`config.mk`:
```
export PLATFORM = sky130hd
export DESIGN_NAME = phase_step_engine
export DESIGN_NICKNAME = d
export VERILOG_FILES = /design/src/rtl/ps_step_pkg.sv /design/src/rtl/ps_req_ctrl.sv /design/src/rtl/ps_idle_timer.sv /design/src/rtl/ps_phase_lane.sv /design/src/rtl/phase_step_engine.sv
export SDC_FILE = /design/constraint.sdc
export NUM_CORES = 1
export LEC_CHECK = 0
export BUFFER_PORTS_ARGS = -buffer_cell sky130_fd_sc_hd__buf_2
export CORE_MARGIN = 10
export CORE_UTILIZATION = 40
export CTS_BUF_LIST = sky130_fd_sc_hd__clkbuf_2 sky130_fd_sc_hd__clkbuf_4 sky130_fd_sc_hd__clkbuf_8
export DETAILED_ROUTE_END_ITERATION = 8
export HOLD_SLACK_MARGIN = 0.03
export PLACE_DENSITY_LB_ADDON = 0.3
export SETUP_SLACK_MARGIN = 0.4
export SYNTH_ARGS = -nofsm -noshare
export SYNTH_HDL_FRONTEND = slang
export SYNTH_SLANG_ARGS = --single-unit
export TNS_END_PERCENT = 30
```
`constraint.sdc`:
```
create_clock -name clk -period 5.3 [get_ports clk]
set_input_delay 0.265 -clock clk [delete_from_list [all_inputs] [get_ports clk]]
set_output_delay 0.265 -clock clk [all_outputs]
set_load 0.01 [all_outputs]
```
`src/rtl/ps_step_pkg.sv`:
```
package ps_step_pkg;

  // One phase step with wraparound in both directions
  function automatic int unsigned wrap_step(int unsigned cur, logic up,
                                            int unsigned modulus);
    if (up) return (cur >= modulus - 1) ? 0 : cur + 1;
    else    return (cur == 0) ? modulus - 1 : cur - 1;
  endfunction

  // Latency counter reload value
  function automatic int unsigned lat_reload(int unsigned latency);
    return (latency > 0) ? latency - 1 : 0;
  endfunction

endpackage

```
`src/rtl/ps_req_ctrl.sv`:
```
module ps_req_ctrl #(
  parameter int unsigned NCH     = 5,
  parameter int unsigned LATENCY = 12
) (
  input  logic           clk,
  input  logic           rst,
  input  logic           ps_en,
  input  logic           ps_dir,
  input  logic [NCH-1:0] sel_in,
  output logic           accept_o,
  output logic           op_done_o,
  output logic           busy_o,
  output logic           dir_o,
  output logic [NCH-1:0] mask_o,
  output logic           err_o
);
  import ps_step_pkg::*;

  localparam int unsigned LW = (LATENCY > 1) ? $clog2(LATENCY) : 1;
  localparam logic [LW-1:0] RELOAD = LW'(lat_reload(LATENCY));

  logic [LW-1:0] lat_q;
  logic          busy_q, dir_q, err_q;
  logic [NCH-1:0] mask_q;
  logic          viol;

  assign accept_o  = ps_en && !busy_q;
  assign viol      = ps_en && busy_q;
  assign op_done_o = busy_q && (lat_q == '0);
  assign busy_o    = busy_q;
  assign dir_o     = dir_q;
  assign mask_o    = mask_q;
  assign err_o     = err_q;

  always_ff @(posedge clk) begin
    if (rst) begin
      busy_q <= 1'b0;
      lat_q  <= '0;
      dir_q  <= 1'b0;
      mask_q <= '0;
      err_q  <= 1'b0;
    end else begin
      if (accept_o) begin
        busy_q <= 1'b1;
        lat_q  <= RELOAD;
        dir_q  <= ps_dir;
        mask_q <= sel_in;
      end else if (busy_q) begin
        if (lat_q == '0) busy_q <= 1'b0;
        else             lat_q  <= lat_q - 1'b1;
      end
      if (viol) err_q <= 1'b1;
    end
  end
endmodule

```
`src/rtl/ps_idle_timer.sv`:
```
module ps_idle_timer #(
  parameter int unsigned IDLE_PERIOD = 32
) (
  input  logic clk,
  input  logic rst,
  input  logic busy,
  input  logic accept,
  input  logic op_done,
  output logic idle_fire_o
);
  localparam int unsigned CW = (IDLE_PERIOD > 1) ? $clog2(IDLE_PERIOD) : 1;
  localparam logic [CW-1:0] LAST = CW'(IDLE_PERIOD - 1);

  logic [CW-1:0] cnt_q;

  assign idle_fire_o = !busy && !accept && (cnt_q == LAST);

  always_ff @(posedge clk) begin
    if (rst)                          cnt_q <= '0;
    else if (op_done || idle_fire_o)  cnt_q <= '0;
    else if (!busy && !accept)        cnt_q <= cnt_q + 1'b1;
  end
endmodule

```
`src/rtl/ps_phase_lane.sv`:
```
module ps_phase_lane #(
  parameter int unsigned MOD = 128,
  parameter int unsigned PW  = 7
) (
  input  logic          clk,
  input  logic          rst,
  input  logic          step_en,
  input  logic          up,
  output logic [PW-1:0] phase_o
);
  import ps_step_pkg::*;

  logic [PW-1:0] phase_q;
  assign phase_o = phase_q;

  always_ff @(posedge clk) begin
    if (rst)          phase_q <= '0;
    else if (step_en) phase_q <= PW'(wrap_step(32'(phase_q), up, MOD));
  end
endmodule

```
`src/rtl/phase_step_engine.sv`:
```
module phase_step_engine #(
  parameter int unsigned NUM_OUT     = 4,
  parameter int unsigned OUT_DIV     = 4,
  parameter int unsigned STEPS       = 32,
  parameter int unsigned LATENCY     = 12,
  parameter int unsigned IDLE_PERIOD = 32,
  localparam int unsigned NCH        = NUM_OUT + 1,
  localparam int unsigned MOD        = STEPS * OUT_DIV,
  localparam int unsigned PW         = $clog2(MOD)
) (
  input  logic              clk,
  input  logic              rst,
  input  logic              ps_en,
  input  logic              ps_dir,
  input  logic [NCH-1:0]    sel_mask,
  output logic              ps_done,
  output logic              busy,
  output logic              proto_err,
  output logic [NCH*PW-1:0] chan_phase
);
  // Named internal events, used by the bound checker
  logic           accept_evt;
  logic           op_done_evt;
  logic           idle_fire_evt;
  logic           dir_q;
  logic [NCH-1:0] mask_q;
  logic           done_q;

  ps_req_ctrl #(.NCH(NCH), .LATENCY(LATENCY)) req_i (
    .clk(clk), .rst(rst), .ps_en(ps_en), .ps_dir(ps_dir), .sel_in(sel_mask),
    .accept_o(accept_evt), .op_done_o(op_done_evt), .busy_o(busy),
    .dir_o(dir_q), .mask_o(mask_q), .err_o(proto_err)
  );

  ps_idle_timer #(.IDLE_PERIOD(IDLE_PERIOD)) idle_i (
    .clk(clk), .rst(rst), .busy(busy), .accept(accept_evt),
    .op_done(op_done_evt), .idle_fire_o(idle_fire_evt)
  );

  for (genvar i = 0; i < NCH; i++) begin : g_lane
    ps_phase_lane #(.MOD(MOD), .PW(PW)) lane_i (
      .clk(clk), .rst(rst),
      .step_en(op_done_evt && mask_q[i]),
      .up(dir_q),
      .phase_o(chan_phase[i*PW +: PW])
    );
  end

  always_ff @(posedge clk) begin
    if (rst) done_q <= 1'b0;
    else     done_q <= op_done_evt || idle_fire_evt;
  end
  assign ps_done = done_q;
endmodule

```
---- After elaboration in Yosys (flattened, before gate mapping) ----
Index checks and enable logic that the tools add are counted.
W data, S select, Z words.
cells by class
  mux-type cells .......................... 21
  magnitude comparators ................... 5
  bitwise operators ....................... 1
  equal/unequal tests ..................... 2
  add/sub/neg operators ................... 12
  reductions and logical operators ........ 24
operators with widths
  cell                   number
  $mux W7                15
  $add A7 B1 Y7 const B  5
  $ge A7 B7 Y1 const B   5
  $logic_not A7 Y1       5
  $sub A7 B1 Y7 const B  5
  $mux W4                3
  $logic_and A1 B1 Y1    10
  $add A5 B1 Y5 const B  1
  $eq A5 B5 Y1 const B   1
  $logic_not A4 Y1       1
  $reduce_and A2 Y1      2
  $reduce_or A2 Y1       2
  $sub A4 B1 Y4 const B  1
  $mux W1                3
  $logic_not A1 Y1       2
  $ne A2 B1 Y1 const B   1
  $reduce_bool A2 Y1     1
  $logic_or A1 B1 Y1     1
  $not A1 Y1             1
word-level totals
  input port bits ......................... 9
  logic and storage cells ................. 78
  output and inout port bits .............. 38
  register bits after elaboration ......... 53

---- Depth between registers and ports, before layout ----
  word-level depth ........................ 7
  mapped depth ............................ 8
  depth with buffers taken out ............ 7

---- Hierarchy ----
Synthesis repeated with hierarchy kept, for this count alone.
second synthesis, totals
  cell total of the unflattened synthesis .. 502
  area total of the unflattened synthesis .. 4226.6 um^2
modules (own cells, without submodules)
  module             times used  seq. area each (um^2)  cells each  area each (um^2)
  ps_phase_lane      5           140.1                  83          691.9
  ps_req_ctrl        1           240.2                  54          441.7
  ps_idle_timer      1           100.1                  26          264.0
  phase_step_engine  1           20.0                   7           61.3

---- Worst setup path after synthesis ----
No wires, ideal clock.
  path kind ............................... register to register
  start ................................... register g_lane[4].lane_i.phase_q[0]
  end ..................................... register g_lane[4].lane_i.phase_q[4]
  setup slack ............................. 3.448 ns
  path buffers ............................ 1
  period minus slack after synthesis ...... 1.852 ns
  stages on the path, launching flop included .. 9
  data required time ...................... 5.181 ns
  arrival time ............................ 1.733 ns
  library setup time ...................... 0.119 ns
  cell sequence ........................... dfxtp_1 clkbuf_1 inv_1 ha_1 nor3b_1 xnor2_1 a21o_1 a21oi_1 o221a_2
between the ends
  word-level cells in the longest chain between the ends .. 3
  elaborated cells on any way between the ends .. 7
  classes of those cells .................. 2 x add/sub; 1 x order compare; 3 x mux; 1 x reduce/logical
ends and longest elaborated chain
  element                                line                                text
  from (decl)                            ps_phase_lane.sv:13                 logic [PW-1:0] phase_q;
  from (signal assigned)                 ps_phase_lane.sv:18                 else if (step_en) phase_q <= PW'(wrap_step(32'(phase_q), up, MOD));
  $sub A7 B1 Y7 (tied with other cells)  ps_step_pkg.sv:7                    else return (cur == 0) ? modulus - 1 : cur - 1;
  $mux W7 (on tied branches)             ps_step_pkg.sv:7, ps_step_pkg.sv:6
  $mux W7 *                              ps_step_pkg.sv:6                    if (up) return (cur >= modulus - 1) ? 0 : cur + 1;
Every way passes the cells marked *; elsewhere a longest branch is shown, timed or not.
A chain may end at the register's enable or synchronous reset.

---- Final worst setup path ----
  start ................................... register req_i.busy_q (netlist: req_i.busy_o)
  end ..................................... register g_lane[1].lane_i.phase_q[4]
between the ends
  word-level cells in the longest chain between the ends .. 2
ends and longest elaborated chain
  element                 line                     text
  from (decl)             ps_req_ctrl.sv:23        logic busy_q, dir_q, err_q;
  from (signal assigned)  ps_req_ctrl.sv:37        busy_q <= 1'b0;
  from (signal assigned)  ps_req_ctrl.sv:44        busy_q <= 1'b1;
  from (signal assigned)  ps_req_ctrl.sv:49        if (lat_q == '0) busy_q <= 1'b0;
  $logic_and A1 B1 Y1     ps_req_ctrl.sv:29        assign op_done_o = busy_q && (lat_q == '0);
  $logic_and A1 B1 Y1     phase_step_engine.sv:43  .step_en(op_done_evt && mask_q[i]),
  to (signal assigned)    ps_phase_lane.sv:18
  to (decl)               ps_phase_lane.sv:13
No other way between the ends.

==> impl_metrics.tcl <==
set metrics [dict create \
    multi_input_area_um2 2400 \
    synth_compound_area_share_pct 28.2 \
    wl_per_cell_um 15.3 \
    cap_viol_max_count 0 \
    remaining_drc_errors 0 \
    max_freq_mhz 448 \
    synth-simple-area-share_pct 27.4 \
    netlist_top_cells_count "a21oi_1 (57), dfxtp_1 (53), nand2_1 (43)" \
    dieArea_um2 13600 \
    die_h_um 116 \
    holdWs_ns 0.192 \
    async_flop_share_pct 0 \
    switching_power_w 0.000250 \
    hold_viol 0 \
    grt_max_degree 62 \
    preCtsSetupSlack_ns 3.09 \
    post_cts_resized 0 \
    ctsLongestPathBuffers 2 \
    ff_latch_area_um2 1060 \
    routed_wl_um 9670 \
    finalSetupViolCount 0 \
    synth.ff_latch_count 53 \
    grt_overflow 0 \
    hold-path-endpoint "req_i.dir_o$_SDFFE_PP0P_" \
    min_from "ps_dir" \
    p_per_area_nw_per_um2 218 \
    dpl.hpwl_um 6580 \
    die-width_um 116 \
    vias 3818 \
    critPathMaxFanout 14 \
    viasPerCell 6.06 \
    port_buffers 46 \
    worst_pin_slew_ns 0.966 \
    diodes 0 \
    postCtsSetupBuffers 0 \
    postRouteAntennaNets 0 \
    worstSetupPathType "flip-flop to flip-flop" \
    htreeDepth 2 \
    ctsHoldBuffers 0 \
    grt_pass1_vias 3439 \
    rsz0062_at_grt "no" \
    synth_xor_area_share_pct 2.59 \
    gp_congestion 0.863 \
    syn2layout_area_growth_pct 8.61 \
    syn_area_per_cell_um2 7.33 \
    rr_worst_depth 5 \
    first_pass_iters 5 \
    setup_tns_ns 0 \
    syn-cell-area_um2 3720 \
    reg2reg_to "g_lane[1].lane_i.phase_o[4]$_SDFFE_PP0P_" \
    post-route-min-period_ns 2.23 \
    synth-adder-area-share_pct 5.72 \
    drive_above_1_share_pct 13.5 \
    path_clk_slew_ns 0.10 \
    rows 35 \
    final_nets 544 \
    boundaryPins 47 \
    yosysTopAreaCell "dfxtp_1" \
    fillers 933 \
    min_path_type "input pin to flip-flop" \
    synth_fp_nets 533 \
    grt_pass1_wl_um 16000 \
    clock_latency_ns 0.30 \
    path_cells "nor3b_4 -> nand3_2 -> or3_1 -> a211o_1 -> a21oi_1" \
    core_um2 9150 \
    crit_required_ns 5.53 \
    worst_setup_path_start_kind "flip-flop" \
    ys_warn_count 0 \
    synth_top_family_by_area "compound AO/OA/AOI/OAI gates" \
    cp.arrival_ns 2.46 \
    crit_family "simple AND/OR/NAND/NOR gates" \
    max_stage_delay_ns 0.58 \
    cp_slowest_cell "nor3b_4" \
    synth.area.mux_share_pct 0.841 \
    yosysUniqueCellTypes 61 \
    combinationalPowerShare_pct 17.1 \
    endpoint_kind "flip-flop" \
    internal_power_w 0.000630 \
    synthTopCellsByArea "dfxtp_1 (29%), a21oi_1 (7.7%), ha_1 (5.7%), o21ai_0 (4.7%), nand2_1 (4.3%)" \
    grt_usage_pct 13.9 \
    clkPwrFrac_pct 33.3 \
    cts_buffers 5 \
    antenna_found_initial 0 \
    slew_headroom_pct 35.6 \
    r2r_start "req_i.busy_o$_SDFF_PP0_" \
    synth_top_area_share_pct 28.5 \
    drt_iter0_drc 290 \
    min_period_over_period_pct 42.1 \
    seqPwrFrac_pct 49.7 \
    cts.sinks 53 \
    netlist_instances 507 \
    synth_seq_area_share_pct 28.5 \
    utilization_pct 44.1 \
    cts_tree "built" \
    worstHoldPathCells 3 \
    cp.depth 5 \
    layout_setup_ws_ns 3.07 \
    p_leak_nw 1.54 \
    start_util_pct 40.6 \
    ir_drop_mv 0.124 \
    cts_root_buf "clkbuf_8" \
    yosysMostFrequentCell "a21oi_1" \
    fin_worst_skew_ns 0.00774 \
    crit_buf_inv 0 \
    ys.flop_type "dfxtp_1" \
    p_total_w 0.000881 \
    synth_edf_count 0 \
    rrSetupSlack_ns 3.07 \
    slew_viol_final 0 \
    outcome "finished clean" \
    swShare_pct 28.4 \
]
## metrics by stage
stage	instance area [um2]	instances
finish	4040	630
global route	4040	630
CTS	4040	630
detailed placement	3920	622
global placement	3920	622
floorplan	3720	507
## cell families (layout without fill, tap and decap cells)
kind of cell    Yosys count  after routing
buf+inv                  63             75
flops                    53             53
compound gates          167            167
xor+xnor                 11             11
simple gates            193            193
fa+ha+maj                17             17
mux                       3              3
## tightest hold or removal path, delay by kind of cell
| family | cells | cell delay, ns |
|---|---|---|
| compound gates | 1 | 0.05 |
| simple gates | 1 | 0.05 |
| buf+inv | 1 | 0.10 |
## metal layers
layer	vias to the layer above	global-route usage [%]	wire (um)
met2	120	23.1	4530
met4	0	2.67	49
met3	6	2.82	601
li1	1887	-	-
met5	-	0	0
met1	1805	18.3	4490
## worst max path at each step
stage,from,to,slack (ns)
after CTS,req_i.busy_o$_SDFF_PP0_,g_lane[1].lane_i.phase_o[4]$_SDFFE_PP0P_,3.05
after global placement,req_i.busy_o$_SDFF_PP0_,g_lane[1].lane_i.phase_o[4]$_SDFFE_PP0P_,3.20
after floorplan,g_lane[4].lane_i.phase_o[0]$_SDFFE_PP0P_,g_lane[4].lane_i.phase_o[4]$_SDFFE_PP0P_,3.45
after global routing,req_i.busy_o$_SDFF_PP0_,g_lane[4].lane_i.phase_o[2]$_SDFFE_PP0P_,2.84
after detailed placement,req_i.busy_o$_SDFF_PP0_,g_lane[1].lane_i.phase_o[4]$_SDFFE_PP0P_,3.09
final,req_i.busy_o$_SDFF_PP0_,g_lane[1].lane_i.phase_o[4]$_SDFFE_PP0P_,3.07
## power by group through the flow
| stage | combinational, W | sequential, W | clock [W] |
|---|---|---|---|
| CTS | 0.000151 | 0.000437 | 0.000303 |
| global placement | 0.000148 | 0.000445 | 0 |
| detailed placement | 0.000150 | 0.000446 | 0 |
| floorplan | 0.000122 | 0.000438 | 0 |
| finish | 0.000150 | 0.000437 | 0.000293 |
| global route | 0.000171 | 0.000440 | 0.000317 |
## state kept, by name (all words and copies together), names as in the netlist
name	count
g_lane.lane_i.phase_o	35
req_i.mask_o	5
req_i.err_o	1
req_i.dir_o	1
idle_i.cnt_q	5
ps_done	1
req_i.lat_q	4
req_i.busy_o	1
## cell usage in the layout, fill, tap and decap left out, types with 3 or more instances in the layout
| cell type | count |
|---|---|
| a21oi_1 | 57 |
| dfxtp_1 | 52 |
| buf_2 | 46 |
| nand2_1 | 43 |
| nor2_1 | 35 |
| o21ai_0 | 35 |
| nand3_1 | 24 |
| nor3_1 | 21 |
| inv_1 | 19 |
| ha_1 | 17 |
| a211oi_1 | 15 |
| a31oi_1 | 10 |
| and3_1 | 9 |
| nor4_1 | 9 |
| a311oi_1 | 8 |
| xnor2_1 | 8 |
| nor3b_1 | 7 |
| nand2b_1 | 6 |
| o31ai_1 | 6 |
| nand4_1 | 6 |
| clkbuf_8 | 6 |
| nand3b_1 | 5 |
| or2_2 | 5 |
| or3_1 | 5 |
| nor2b_1 | 5 |
| o21a_1 | 4 |
| o22ai_1 | 4 |
| a21o_1 | 3 |
| xor2_1 | 3 |
| a22oi_1 | 3 |
| a221oi_1 | 3 |
| a41oi_1 | 3 |
## area by class of cell
class | instances | area share, %
timing repair buffer | 47 | 5.89
multi-input combinational | 391 | 59.5
clock buffer | 7 | 2.23
tap | 111 | 3.44
clock inverter | 1 | 0.743
sequential | 53 | 26.3
inverter | 20 | 1.86
Note: power is estimated with default switching activity, not from simulation.
